[config.mk]
export PLATFORM = sky130hd
export DESIGN_NAME = alu8_core
export DESIGN_NICKNAME = d
export VERILOG_FILES = /design/src/rtl/alu8_pkg.sv /design/src/rtl/alu8_addsub.sv /design/src/rtl/alu8_shifter.sv /design/src/rtl/alu8_mult.sv /design/src/rtl/alu8_core.sv
export SDC_FILE = /design/constraint.sdc
export NUM_CORES = 1
export LEC_CHECK = 0
export ABC_CLOCK_PERIOD_IN_PS = 22500
export BUFFER_PORTS_ARGS = -buffer_cell sky130_fd_sc_hd__buf_2
export CAP_MARGIN = 30
export CORE_MARGIN = 2
export CORE_UTILIZATION = 60
export DETAILED_ROUTE_END_ITERATION = 12
export PLACE_DENSITY = 0.78
export SLEW_MARGIN = 20
export SYNTH_ARGS = -nofsm -noshare
export SYNTH_HDL_FRONTEND = slang
export SYNTH_SLANG_ARGS = --single-unit
[constraint.sdc]
create_clock -name clk -period 22.5 [get_ports clk]
set_clock_uncertainty 0.05 [all_clocks]
set_input_delay 2.25 -clock clk [delete_from_list [all_inputs] [get_ports clk]]
set_output_delay 2.25 -clock clk [all_outputs]
set_load 0.01 [all_outputs]
[src/rtl/alu8_pkg.sv]
// Package alu8_pkg: shared widths and the operation code set of the byte ALU.
// Assumes the operation code is always 4 bits wide.
package alu8_pkg;

    localparam int DATA_W = 8;
    localparam int OP_W   = 4;

    typedef enum logic [OP_W-1:0] {
        OP_ADD  = 4'h0,
        OP_SUB  = 4'h1,
        OP_ADDC = 4'h2,
        OP_SUBB = 4'h3,
        OP_MOV  = 4'h4,
        OP_XOR  = 4'h5,
        OP_OR   = 4'h6,
        OP_AND  = 4'h7,
        OP_LSL  = 4'h8,
        OP_ASR  = 4'h9,
        OP_SHR  = 4'hA,
        OP_ROT  = 4'hB,
        OP_MUL  = 4'hC,
        OP_MUH  = 4'hD,
        OP_MUS  = 4'hE,
        OP_ROTC = 4'hF
    } alu_op_e;

endpackage

[src/rtl/alu8_addsub.sv]
// Module alu8_addsub: one adder serving add, subtract and their carry forms.
// sel_i[0] selects subtraction (operand inverted), sel_i[1] uses the carry in.
// Carry out for subtraction is the no-borrow convention. Purely combinational.
module alu8_addsub #(
    parameter int WIDTH = 8
) (
    input  logic [1:0]       sel_i,
    input  logic [WIDTH-1:0] a_i,
    input  logic [WIDTH-1:0] b_i,
    input  logic             carry_i,
    output logic [WIDTH-1:0] sum_o,
    output logic             carry_o,
    output logic             ovf_o
);

    logic [WIDTH-1:0] b_eff;
    logic             cin;
    logic [WIDTH:0]   wide;

    // Pick the second operand and the carry in for the selected form.
    always_comb begin
        b_eff = sel_i[0] ? ~b_i : b_i;
        if (sel_i[1])
            cin = carry_i;
        else
            cin = sel_i[0];
        wide    = {1'b0, a_i} + {1'b0, b_eff} + {{WIDTH{1'b0}}, cin};
        sum_o   = wide[WIDTH-1:0];
        carry_o = wide[WIDTH];
        ovf_o   = (a_i[WIDTH-1] == b_eff[WIDTH-1]) && (sum_o[WIDTH-1] != a_i[WIDTH-1]);
    end

endmodule

[src/rtl/alu8_shifter.sv]
// Module alu8_shifter: variable-count shifts and rotates of one operand.
// kind_i is the low three bits of the operation code: 000 shift left,
// 001 arithmetic right, 010 logical right, 011 rotate, 111 rotate through
// carry. A count of zero returns the operand and the incoming carry.
module alu8_shifter #(
    parameter int WIDTH = 8,
    localparam int CNT_W = $clog2(WIDTH)
) (
    input  logic [2:0]       kind_i,
    input  logic [CNT_W-1:0] count_i,
    input  logic [WIDTH-1:0] data_i,
    input  logic             carry_i,
    output logic [WIDTH-1:0] res_o,
    output logic             carry_o
);

    logic [WIDTH:0]        left_ext;
    logic [WIDTH:0]        right_log;
    logic signed [WIDTH:0] right_ar;
    logic [WIDTH-1:0]      rot_plain;
    logic [WIDTH:0]        rot_ext;
    logic [WIDTH:0]        ring;

    // Shift variants carry one guard bit that holds the last bit shifted out.
    always_comb begin
        left_ext  = {1'b0, data_i} << count_i;
        right_log = {data_i, 1'b0} >> count_i;
        right_ar  = $signed({data_i, 1'b0}) >>> count_i;
    end

    // Rotates pick each output bit from its source position modulo the ring.
    always_comb begin
        ring = {carry_i, data_i};
        for (int i = 0; i < WIDTH; i++)
            rot_plain[i] = data_i[(i + WIDTH - int'(count_i)) % WIDTH];
        for (int i = 0; i <= WIDTH; i++)
            rot_ext[i] = ring[(i + WIDTH + 1 - int'(count_i)) % (WIDTH + 1)];
    end

    // Select the variant; count zero leaves operand and carry alone.
    always_comb begin
        res_o   = data_i;
        carry_o = carry_i;
        if (count_i != '0) begin
            unique case (kind_i)
                3'b000: begin
                    res_o   = left_ext[WIDTH-1:0];
                    carry_o = left_ext[WIDTH];
                end
                3'b001: begin
                    res_o   = right_ar[WIDTH:1];
                    carry_o = right_ar[0];
                end
                3'b010: begin
                    res_o   = right_log[WIDTH:1];
                    carry_o = right_log[0];
                end
                3'b011: begin
                    res_o   = rot_plain;
                    carry_o = carry_i;
                end
                3'b111: begin
                    res_o   = rot_ext[WIDTH-1:0];
                    carry_o = rot_ext[WIDTH];
                end
                default: begin
                    res_o   = data_i;
                    carry_o = carry_i;
                end
            endcase
        end
    end

endmodule

[src/rtl/alu8_mult.sv]
// Module alu8_mult: one unsigned multiplier giving the low byte, the unsigned
// high byte and the signed high byte. The signed high byte is derived from the
// unsigned product by subtracting the operand corrections. Combinational.
module alu8_mult #(
    parameter int WIDTH = 8
) (
    input  logic [WIDTH-1:0] a_i,
    input  logic [WIDTH-1:0] b_i,
    output logic [WIDTH-1:0] lo_o,
    output logic [WIDTH-1:0] hi_u_o,
    output logic [WIDTH-1:0] hi_s_o
);

    logic [2*WIDTH-1:0] prod;
    logic [WIDTH-1:0]   fix_a;
    logic [WIDTH-1:0]   fix_b;

    // Unsigned product, then the two's-complement correction of its high half.
    always_comb begin
        prod   = {{WIDTH{1'b0}}, a_i} * {{WIDTH{1'b0}}, b_i};
        lo_o   = prod[WIDTH-1:0];
        hi_u_o = prod[2*WIDTH-1:WIDTH];
        fix_a  = a_i[WIDTH-1] ? b_i : '0;
        fix_b  = b_i[WIDTH-1] ? a_i : '0;
        hi_s_o = hi_u_o - fix_a - fix_b;
    end

endmodule

[src/rtl/alu8_core.sv]
// Module alu8_core: byte ALU top. Decodes the operation code, selects among the
// adder, shifter, multiplier and logic results, derives the flags and registers
// result and flags for one clock. Assumes operands are stable around the edge.
module alu8_core
    import alu8_pkg::*;
#(
    parameter int WIDTH = DATA_W
) (
    input  logic             clk,
    input  logic             rst_n,
    input  logic [OP_W-1:0]  op_i,
    input  logic [WIDTH-1:0] dst_i,
    input  logic [WIDTH-1:0] src_i,
    input  logic             carry_i,
    output logic [WIDTH-1:0] result_o,
    output logic             flag_z_o,
    output logic             flag_n_o,
    output logic             flag_v_o,
    output logic             flag_c_o
);

    localparam int CNT_W = $clog2(WIDTH);

    alu_op_e          op;
    logic [WIDTH-1:0] as_sum;
    logic             as_c;
    logic             as_v;
    logic [WIDTH-1:0] sh_res;
    logic             sh_c;
    logic [WIDTH-1:0] mu_lo;
    logic [WIDTH-1:0] mu_hi_u;
    logic [WIDTH-1:0] mu_hi_s;
    logic [WIDTH-1:0] nxt_res;
    logic             nxt_v;
    logic             nxt_c;

    assign op = alu_op_e'(op_i);

    alu8_addsub #(.WIDTH(WIDTH)) u_addsub (
        .sel_i   (op_i[1:0]),
        .a_i     (dst_i),
        .b_i     (src_i),
        .carry_i (carry_i),
        .sum_o   (as_sum),
        .carry_o (as_c),
        .ovf_o   (as_v)
    );

    alu8_shifter #(.WIDTH(WIDTH)) u_shift (
        .kind_i  (op_i[2:0]),
        .count_i (src_i[CNT_W-1:0]),
        .data_i  (dst_i),
        .carry_i (carry_i),
        .res_o   (sh_res),
        .carry_o (sh_c)
    );

    alu8_mult #(.WIDTH(WIDTH)) u_mult (
        .a_i    (dst_i),
        .b_i    (src_i),
        .lo_o   (mu_lo),
        .hi_u_o (mu_hi_u),
        .hi_s_o (mu_hi_s)
    );

    // Route the selected unit's result and carry/overflow to the flag stage.
    always_comb begin
        nxt_res = dst_i;
        nxt_v   = 1'b0;
        nxt_c   = carry_i;
        unique case (op)
            OP_ADD, OP_SUB, OP_ADDC, OP_SUBB: begin
                nxt_res = as_sum;
                nxt_v   = as_v;
                nxt_c   = as_c;
            end
            OP_MOV: nxt_res = src_i;
            OP_XOR: nxt_res = dst_i ^ src_i;
            OP_OR:  nxt_res = dst_i | src_i;
            OP_AND: nxt_res = dst_i & src_i;
            OP_LSL, OP_ASR, OP_SHR, OP_ROT, OP_ROTC: begin
                nxt_res = sh_res;
                nxt_c   = sh_c;
            end
            OP_MUL: nxt_res = mu_lo;
            OP_MUH: nxt_res = mu_hi_u;
            OP_MUS: nxt_res = mu_hi_s;
            default: nxt_res = dst_i;
        endcase
    end

    // Output register: result and flags, cleared by synchronous reset.
    always_ff @(posedge clk) begin
        if (!rst_n) begin
            result_o <= '0;
            flag_z_o <= 1'b0;
            flag_n_o <= 1'b0;
            flag_v_o <= 1'b0;
            flag_c_o <= 1'b0;
        end else begin
            result_o <= nxt_res;
            flag_z_o <= (nxt_res == '0);
            flag_n_o <= nxt_res[WIDTH-1];
            flag_v_o <= nxt_v;
            flag_c_o <= nxt_c;
        end
    end

endmodule

After elaboration in Yosys (flattened, before gate mapping)
Index checks and enable logic that the tools add are counted.

Bits in registers: 12. Input bits: 23. Output and inout port bits: 12. Logic and storage cells: 159.

Add/sub/neg operators: 14. Multipliers: 1. Div/mod/pow operators: 9. Order comparisons: 17. Eq/ne operators: 21. Shifts and indexed selects: 3. Multiplexer cells: 61. Bitwise gates (word level): 12. Reductions and logical operators: 16.

Operators with widths (count): 32-bit by 6-bit less-than comparator with 1-bit output, second input constant (9); 32-bit by 5-bit modulo with 32-bit output, second input constant (9); 8-bit one-hot mux with 9 select lines (1); 4-bit by 5-bit less-than comparator with 1-bit output, second input constant (8); 8-bit one-hot mux with 5 select lines (1); 4-bit by 3-bit subtractor with 5-bit output, first input constant (8); 1-bit binary-select mux with 4-bit select (9); 1-bit 2-to-1 mux (36); 4-bit equality test, second input constant (8); 8-bit 2-to-1 mux (4); 1-bit binary-select mux with 3-bit select (8); 3-bit OR reduction (8); 4-bit by 3-bit equality test with 1-bit output, second input constant (4); 8-bit by 8-bit multiplier with 16-bit output (1); 8-bit subtractor (2); 5-bit by 3-bit subtractor with 6-bit output, first input constant (2); 8-bit by 8-bit adder with 9-bit output (1); 9-bit by 1-bit adder with 9-bit output (1); 8-bit by 3-bit left shift with 9-bit output (1); 9-bit by 3-bit right shift with 9-bit output (1); 9-bit by 3-bit >>> shifter with 9-bit output (1); 1-bit AND (8); 8-bit AND (1); 4-bit by 2-bit equality test with 1-bit output, second input constant (2); 19 further kinds (20).

Depth between registers and ports, before layout
Gate-level depths: netlist (run 1).

Word-level depth: 10. Gate-level depth with buffers: 30. Mapped depth without buffers: 27.

Modules after synthesis
From an unflattened synthesis (run 1), not the netlist that was laid out.

Cells, all modules: 975. Area total of the unflattened synthesis: 7532.2 um^2.

By module, submodules not included: alu8_shifter (instances 1, cells each 429, area an instance 2952.8 um^2, seq. area each 0.0 um^2); alu8_mult (instances 1, cells each 314, area an instance 2725.1 um^2, seq. area each 0.0 um^2); alu8_core (instances 1, cells each 177, area an instance 1410.1 um^2, seq. area each 220.2 um^2); alu8_addsub (instances 1, cells each 55, area an instance 444.2 um^2, seq. area each 0.0 um^2).

Worst setup path after synthesis (run 1)
Ideal clock, no wire load.

Path kind: input-to-reg. From: in src_i[2]. To: reg flag_z_o. Setup time: 60 ps. Data arrival time: 8607 ps. Data required time: 22390 ps. Setup slack: 13784 ps. Cell stages on the path: 30. Cell sequence: buf_2 > inv_2 > buf_2 > buf_1 > nor2_1 > fa_1 > inv_1 > fa_1 > inv_1 > fa_1 > inv_1 > fa_1 > inv_1 > ha_1 > nand3_1 > o211ai_1 > o22ai_1 > xor2_1 > fa_1 > inv_1 > ha_1 > xnor2_1 > a31oi_1 > o22ai_1 > a31oi_1 > o21ai_0 > a2111oi_1 > nand3_1 > nor3b_1 > and3_1.

Cells in the longest elaborated chain, start to end: 9.

RTL lines: from (decl) (line alu8_core.sv:13) `input logic [WIDTH-1:0] src_i,`; 5-bit by 3-bit subtractor with 6-bit output or 4-bit by 3-bit subtractor with 5-bit output (tied branches) (line alu8_shifter.sv:37, alu8_shifter.sv:35); 32-bit by 5-bit modulo with 32-bit output (line alu8_shifter.sv:37) `rot_ext[i] = ring[(i + WIDTH + 1 - int'(count_i)) % (WIDTH + 1)];`; 1-bit binary-select mux with 4-bit select (line alu8_shifter.sv:37); 1-bit 2-to-1 mux (implied by the code) (2 in a row) (line alu8_shifter.sv:37); 8-bit one-hot mux with 5 select lines (line alu8_shifter.sv:45) `unique case (kind_i)`; 8-bit 2-to-1 mux (line alu8_shifter.sv:44) `if (count_i != '0) begin`; 8-bit one-hot mux with 9 select lines * (line alu8_core.sv:71) `unique case (op)`; 8-bit zero test * (line alu8_core.sv:102) `flag_z_o <= (nxt_res == '0);`; to (signal assigned) (line alu8_core.sv:102); to (decl) (line alu8_core.sv:16) `output logic flag_z_o,`.

Every way passes the cells marked *; elsewhere a longest branch is shown, timed or not. The select of a mux whose other input is x is not followed. A chain may end at the register's enable or synchronous reset.

Worst setup path after layout (run 1)
Same ends and word-level chain as after synthesis.

==> results of run 1 <==
how the worst min path moves through the flow:
stage | startpoint | end | depth (start not counted) | slack (ns)
floorplan | rst_n | result_o[3] | 1 | 2.32
global placement | rst_n | result_o[3] | 2 | 2.49
detailed placement | rst_n | result_o[6] | 2 | 2.49
CTS | rst_n | result_o[6] | 2 | 2.26
global route | rst_n | result_o[5] | 2 | 2.27
finish | rst_n | result_o[6] | 2 | 2.26
routing by layer:
metal	GRT usage	vias up
met5	0	-
met2	0.599	426
met1	0.471	3549
met3	0.0506	107
li1	-	3492
met4	0.193	0
metrics by stage:
step,cell area [um2],instances
CTS,7600,1116
floorplan,7410,989
global route,7600,1116
finish,7600,1116
detailed placement,7520,1112
global placement,7520,1112
final cells by class:
cell class              count  area [um2]
clock buffers               4        78.8
fillers                  1111        4410
inverters                 116         435
multi-input cells         800        6480
flip-flops and latches     11         220
well taps                 147         184
repair buffers             38         200
synth_stat cells (6+ instances only):
| cell type | instances | area, um2 |
|---|---|---|
| nor3b_1 | 12 | 90.1 |
| a31oi_1 | 17 | 106 |
| xor2_1 | 21 | 184 |
| a21oi_1 | 57 | 285 |
| inv_1 | 109 | 409 |
| nand3_1 | 22 | 110 |
| a32oi_1 | 6 | 52.6 |
| mux2i_1 | 39 | 390 |
| buf_1 | 10 | 37.5 |
| nand2b_1 | 26 | 163 |
| o21ai_0 | 48 | 240 |
| nand2_1 | 63 | 236 |
| nor4_1 | 7 | 43.8 |
| buf_2 | 15 | 75.1 |
| fa_1 | 46 | 921 |
| clkbuf_1 | 34 | 128 |
| or3_1 | 8 | 50.1 |
| a21o_1 | 8 | 60.1 |
| a211oi_1 | 17 | 128 |
| nor3_1 | 20 | 100 |
| mux4_2 | 14 | 315 |
| o32ai_1 | 6 | 52.6 |
| nor2b_1 | 12 | 75.1 |
| dfxtp_1 | 11 | 220 |
| mux2_2 | 10 | 113 |
| ha_1 | 90 | 1130 |
| o22ai_1 | 8 | 50.1 |
| o211ai_1 | 9 | 67.6 |
| nor2_1 | 95 | 357 |
| and2_1 | 9 | 56.3 |
| xnor2_1 | 19 | 166 |
power by group:
group	total [mW]	switching (mW)	leakage (nW)	internal, mW
sequential	0.0232	0.000668	0.0910	0.0225
clock	0.0324	0.00862	0.0382	0.0238
combinational	0.461	0.274	3.29	0.187
total	0.517	0.283	3.42	0.234
registers in the layout, summed over array words and instances, names as in the netlist:
signal    count
result_o      7
flag_c_o      1
flag_n_o      1
flag_v_o      1
flag_z_o      1
critical path, delay by kind of cell:
kind                     cells  cell delay, ns
adder cells (fa/ha/maj)      7            3.21
AO/OA/AOI/OAI                7            1.81
buffers and inverters        8            1.14
XOR/XNOR                     2            0.35
AND/OR/NAND/NOR              5            0.72
kinds of logic (layout without fill, tap and decap cells):
| kind of cell | after synthesis | after routing | synth area share |
|---|---|---|---|
| and+or+nand+nor | 309 | 309 | 0.209 |
| buffers and inverters | 178 | 158 | 0.0948 |
| muxes | 63 | 63 | 0.110 |
| AOI/OAI and AO/OA | 252 | 252 | 0.232 |
| xor gates and xnor gates | 40 | 40 | 0.0473 |
| adders and majority gates | 136 | 136 | 0.276 |
| DFF | 11 | 11 | 0.0297 |
==> results_dict.tcl, run 1 <==
set metrics [dict create \
    die_y_um 115 \
    path_clk_slew_ns 0.04 \
    drcViolationCount 0 \
    yosysSeqAreaShare 0.0297 \
    syn2layout_area_growth_pct 2.65 \
    start_kind "input port" \
    ant_nets 0 \
    syn_nets 1148 \
    clkSinkCount 11 \
    final_hold_viol_count 0 \
    grt_usage 0.366 \
    tns_ns 0 \
    portBuffers 34 \
    final_common_cell "inv_1" \
    drt_iter0_drc 974 \
    die_width_um 115 \
    detail_route.first_pass.iterations 6 \
    m1WireLength_um 9570 \
    grt_overflow_total 0 \
    utilization 0.633 \
    slew_viol_final 0 \
    grt_pass1_vias 7279 \
    worst_slack_ns 13.10 \
    final_cell_mix "109 x inv_1, 95 x nor2_1, 90 x ha_1" \
    crit_end "flag_z_o" \
    drive_gt1_frac 0.0857 \
    hold_slack_ns 2.26 \
    period_needed_ns 9.40 \
    num_vias 7574 \
    top_layer "met4" \
    powerDensity_mw_per_mm2 68.0 \
    crit_start "src_i[2]" \
    gp_congestion 1.04 \
    post_cts_resized 0 \
    rsz0062_at_grt "no" \
    ys.flop_type "dfxtp_1" \
    synth_edf_count 0 \
    cts_max_level 1 \
    syn-mean-instance-area_um2 7.49 \
    initial_core_util 0.617 \
    ys_types 83 \
    p_leak_nw 3.42 \
    setup_viol 0 \
    antenna_found_initial 0 \
    cp-end-kind "flip-flop" \
    cts_tree "done" \
    post_drt_wl_per_cell_um 21.6 \
    grt_max_degree 56 \
    cap_violations 0 \
    hold_path_class "in -> reg" \
    row_count 40 \
    critPathKind "in -> reg" \
    slowest_delay_ns 0.75 \
    syn-cell-area_mm2 0.00741 \
    preCtsSetupSlack_ns 13.04 \
    drt-total-wl_um 24100 \
    max_slew_margin 0.456 \
    cp_max_fo 47 \
    cts_setup_buffers 0 \
    slowest_stage "a2111oi_1" \
    power_uw 517 \
    worstMarginPinSlew_ns 0.815 \
    cts_hold_buf 0 \
    met3_length_um 2100 \
    clock.fmax_mhz 106 \
    final.period_utilization 0.418 \
    async_flop_share 0 \
    met2_length_um 11000 \
    yosys_warnings 0 \
    grt_pass1_wl_um 38200 \
    syn-instance-count 989 \
    placeableCoreArea_mm2 0.0120 \
    boundaryPins 35 \
    n_antenna_cell 0 \
    critical_path_arrival_ns 9.53 \
    root_buffer "clkbuf_16" \
    ys_seq_elements 11 \
    required_ns 22.64 \
    dieArea_mm2 0.0133 \
    final_nets 1129 \
    vias_per_cell 6.79 \
    dpl.hpwl_um 18000 \
    clockBufferDepth 2 \
    cts_buffers 3 \
    ir_worst_vdd_v 0.0000734 \
    run_status "finished, final reports clean" \
]
No activity file was read; power rests on OpenSTA's default activity.
==> run 2: changes to the inputs <==
--- a/config.mk
+++ b/config.mk
@@ -5,7 +5,7 @@
 export SDC_FILE = /design/constraint.sdc
 export NUM_CORES = 1
 export LEC_CHECK = 0
-export ABC_CLOCK_PERIOD_IN_PS = 22500
+export ABC_CLOCK_PERIOD_IN_PS = 9270
 export BUFFER_PORTS_ARGS = -buffer_cell sky130_fd_sc_hd__buf_2
 export CAP_MARGIN = 30
 export CORE_MARGIN = 2
==> constraint.sdc (replaced) <==
create_clock -name clk -period 9.27 [get_ports clk]
set_clock_uncertainty 0.05 [all_clocks]
set_input_delay 0.927 -clock clk [delete_from_list [all_inputs] [get_ports clk]]
set_output_delay 0.927 -clock clk [all_outputs]
set_load 0.01 [all_outputs]
==> results_dict.tcl, run 2 (same netlist as run 1, synthesis figures left out) <==
set metrics [dict create \
    final_common_cell "inv_1" \
    ir_worst_vdd_v 0.000210 \
    largest_reg_flops 7 \
    grt_usage 0.365 \
    drt_iter0_drc 1045 \
    stdcell_count 1121 \
    top_register "result_o" \
    max_slew_margin 0.459 \
    setup_viol 0 \
    syn2layout_area_growth_pct 3.18 \
    critPathKind "in -> reg" \
    boundaryPins 35 \
    tns_ns 0 \
    cp_max_fo 18 \
    detail_route.first_pass.iterations 6 \
    post_cts_resized 0 \
    hold_path_depth 2 \
    drive_gt1_frac 0.0914 \
    cts_setup_buffers 0 \
    final.period_utilization 0.841 \
    multi_input_area_mm2 0.00648 \
    grt_pass1_vias 7249 \
    start_kind "input port" \
    final_nets 1134 \
    slew_viol_final 0 \
    utilization 0.636 \
    regArea_um2 220 \
    portBuffers 34 \
    antenna_found_initial 0 \
    final_hold_viol_count 0 \
    drcViolationCount 0 \
    n_fill_cell 1086 \
    cts_max_level 1 \
    vias_per_cell 6.82 \
    post_drt_wl_per_cell_um 21.5 \
    required_ns 9.40 \
    cap_violations 0 \
    period_needed_ns 7.79 \
    n_antenna_cell 0 \
    cp-end-kind "flip-flop" \
    hold_end "result_o[3]" \
    dieArea_mm2 0.0133 \
    grt_max_degree 68 \
    final_cell_mix "109 x inv_1, 95 x nor2_1, 90 x ha_1" \
    hold_path_class "in -> reg" \
    cts_buffers 3 \
    initial_core_util 0.617 \
    ant_nets 0 \
    num_vias 7649 \
    path_clk_slew_ns 0.04 \
    die_y_um 115 \
    rsz0062_at_grt "no" \
    drt-total-wl_um 24100 \
    clkSinkCount 11 \
    p_leak_nw 3.45 \
    dpl.hpwl_um 18100 \
    die_width_um 115 \
    worstMarginPinSlew_ns 0.812 \
    critical_path_arrival_ns 7.93 \
    run_status "finished, final reports clean" \
    clock.fmax_mhz 128 \
    row_count 40 \
    cts_hold_buf 0 \
    grt_pass1_wl_um 38100 \
    crit_start "dst_i[2]" \
    powerDensity_mw_per_mm2 166 \
    gp_congestion 1.03 \
    hp-start "rst_n" \
    clockBufferDepth 2 \
    root_buffer "clkbuf_16" \
    placeableCoreArea_mm2 0.0120 \
    cts_tree "done" \
    grt_overflow_total 0 \
    dp.cells 1117 \
]
==> run 2: routing by layer <==
| metal | vias up | track usage | share of wire |
|---|---|---|---|
| met1 | 3601 | 0.480 | 0.39 |
| met5 | - | 0 | 0 |
| li1 | 3494 | - | - |
| met4 | 0 | 0.170 | 0.058 |
| met3 | 104 | 0.0432 | 0.094 |
| met2 | 450 | 0.602 | 0.46 |
==> run 2: critical path, stage by stage <==
cell       delay (ns)
buf_2            0.36
clkinv_1         0.44
nor2_1           0.26
fa_1             0.48
fa_1             0.53
fa_1             0.55
inv_1            0.05
fa_1             0.53
inv_1            0.04
ha_1             0.26
or3_1            0.39
o22ai_1          0.16
xor2_1           0.30
fa_1             0.47
inv_1            0.07
ha_1             0.27
xnor2_1          0.15
a31oi_1          0.17
o22ai_1          0.10
a31oi_1          0.16
o21ai_0          0.14
a2111oi_1        0.59
nand3_1          0.14
nor3b_1          0.21
and3_1           0.16
==> run 2: per-stage QoR <==
| stage | hold slack, ns | setup slack (ns) | instance area, um2 | power, mW |
|---|---|---|---|---|
| global route | 0.935 | 0.826 | 7640 | 1.39 |
| floorplan | 0.999 | 1.88 | 7410 | 0.908 |
| CTS | 0.928 | 1.51 | 7640 | 1.25 |
| detailed placement | 1.17 | 1.29 | 7560 | 1.17 |
| global placement | 1.18 | 1.45 | 7560 | 1.15 |
| finish | 0.942 | 1.48 | 7640 | 1.27 |
==> run 2: how the worst max path moves through the flow <==
stage / to / slack, ns
2_1_floorplan: flag_z_o / 1.88
3_3_place_gp: flag_z_o / 1.45
3_5_place_dp: flag_z_o / 1.29
4_1_cts: flag_z_o / 1.51
5_1_grt: flag_z_o / 0.83
6_report: flag_z_o / 1.48
==> run 2: power breakdown <==
part	total, mW	internal (mW)	switching [mW]
Combinational	1.13	0.459	0.672
Sequential	0.0566	0.0546	0.00198
Clock	0.0786	0.0571	0.0215
==> run 2: final cells by class <==
type	count	area share
sequential	11	0.0288
clock inverter	1	0.000655
multi-input combinational	800	0.849
clock buffer	3	0.00982
inverter	116	0.0570
timing repair buffer	43	0.0311
tap	147	0.0241
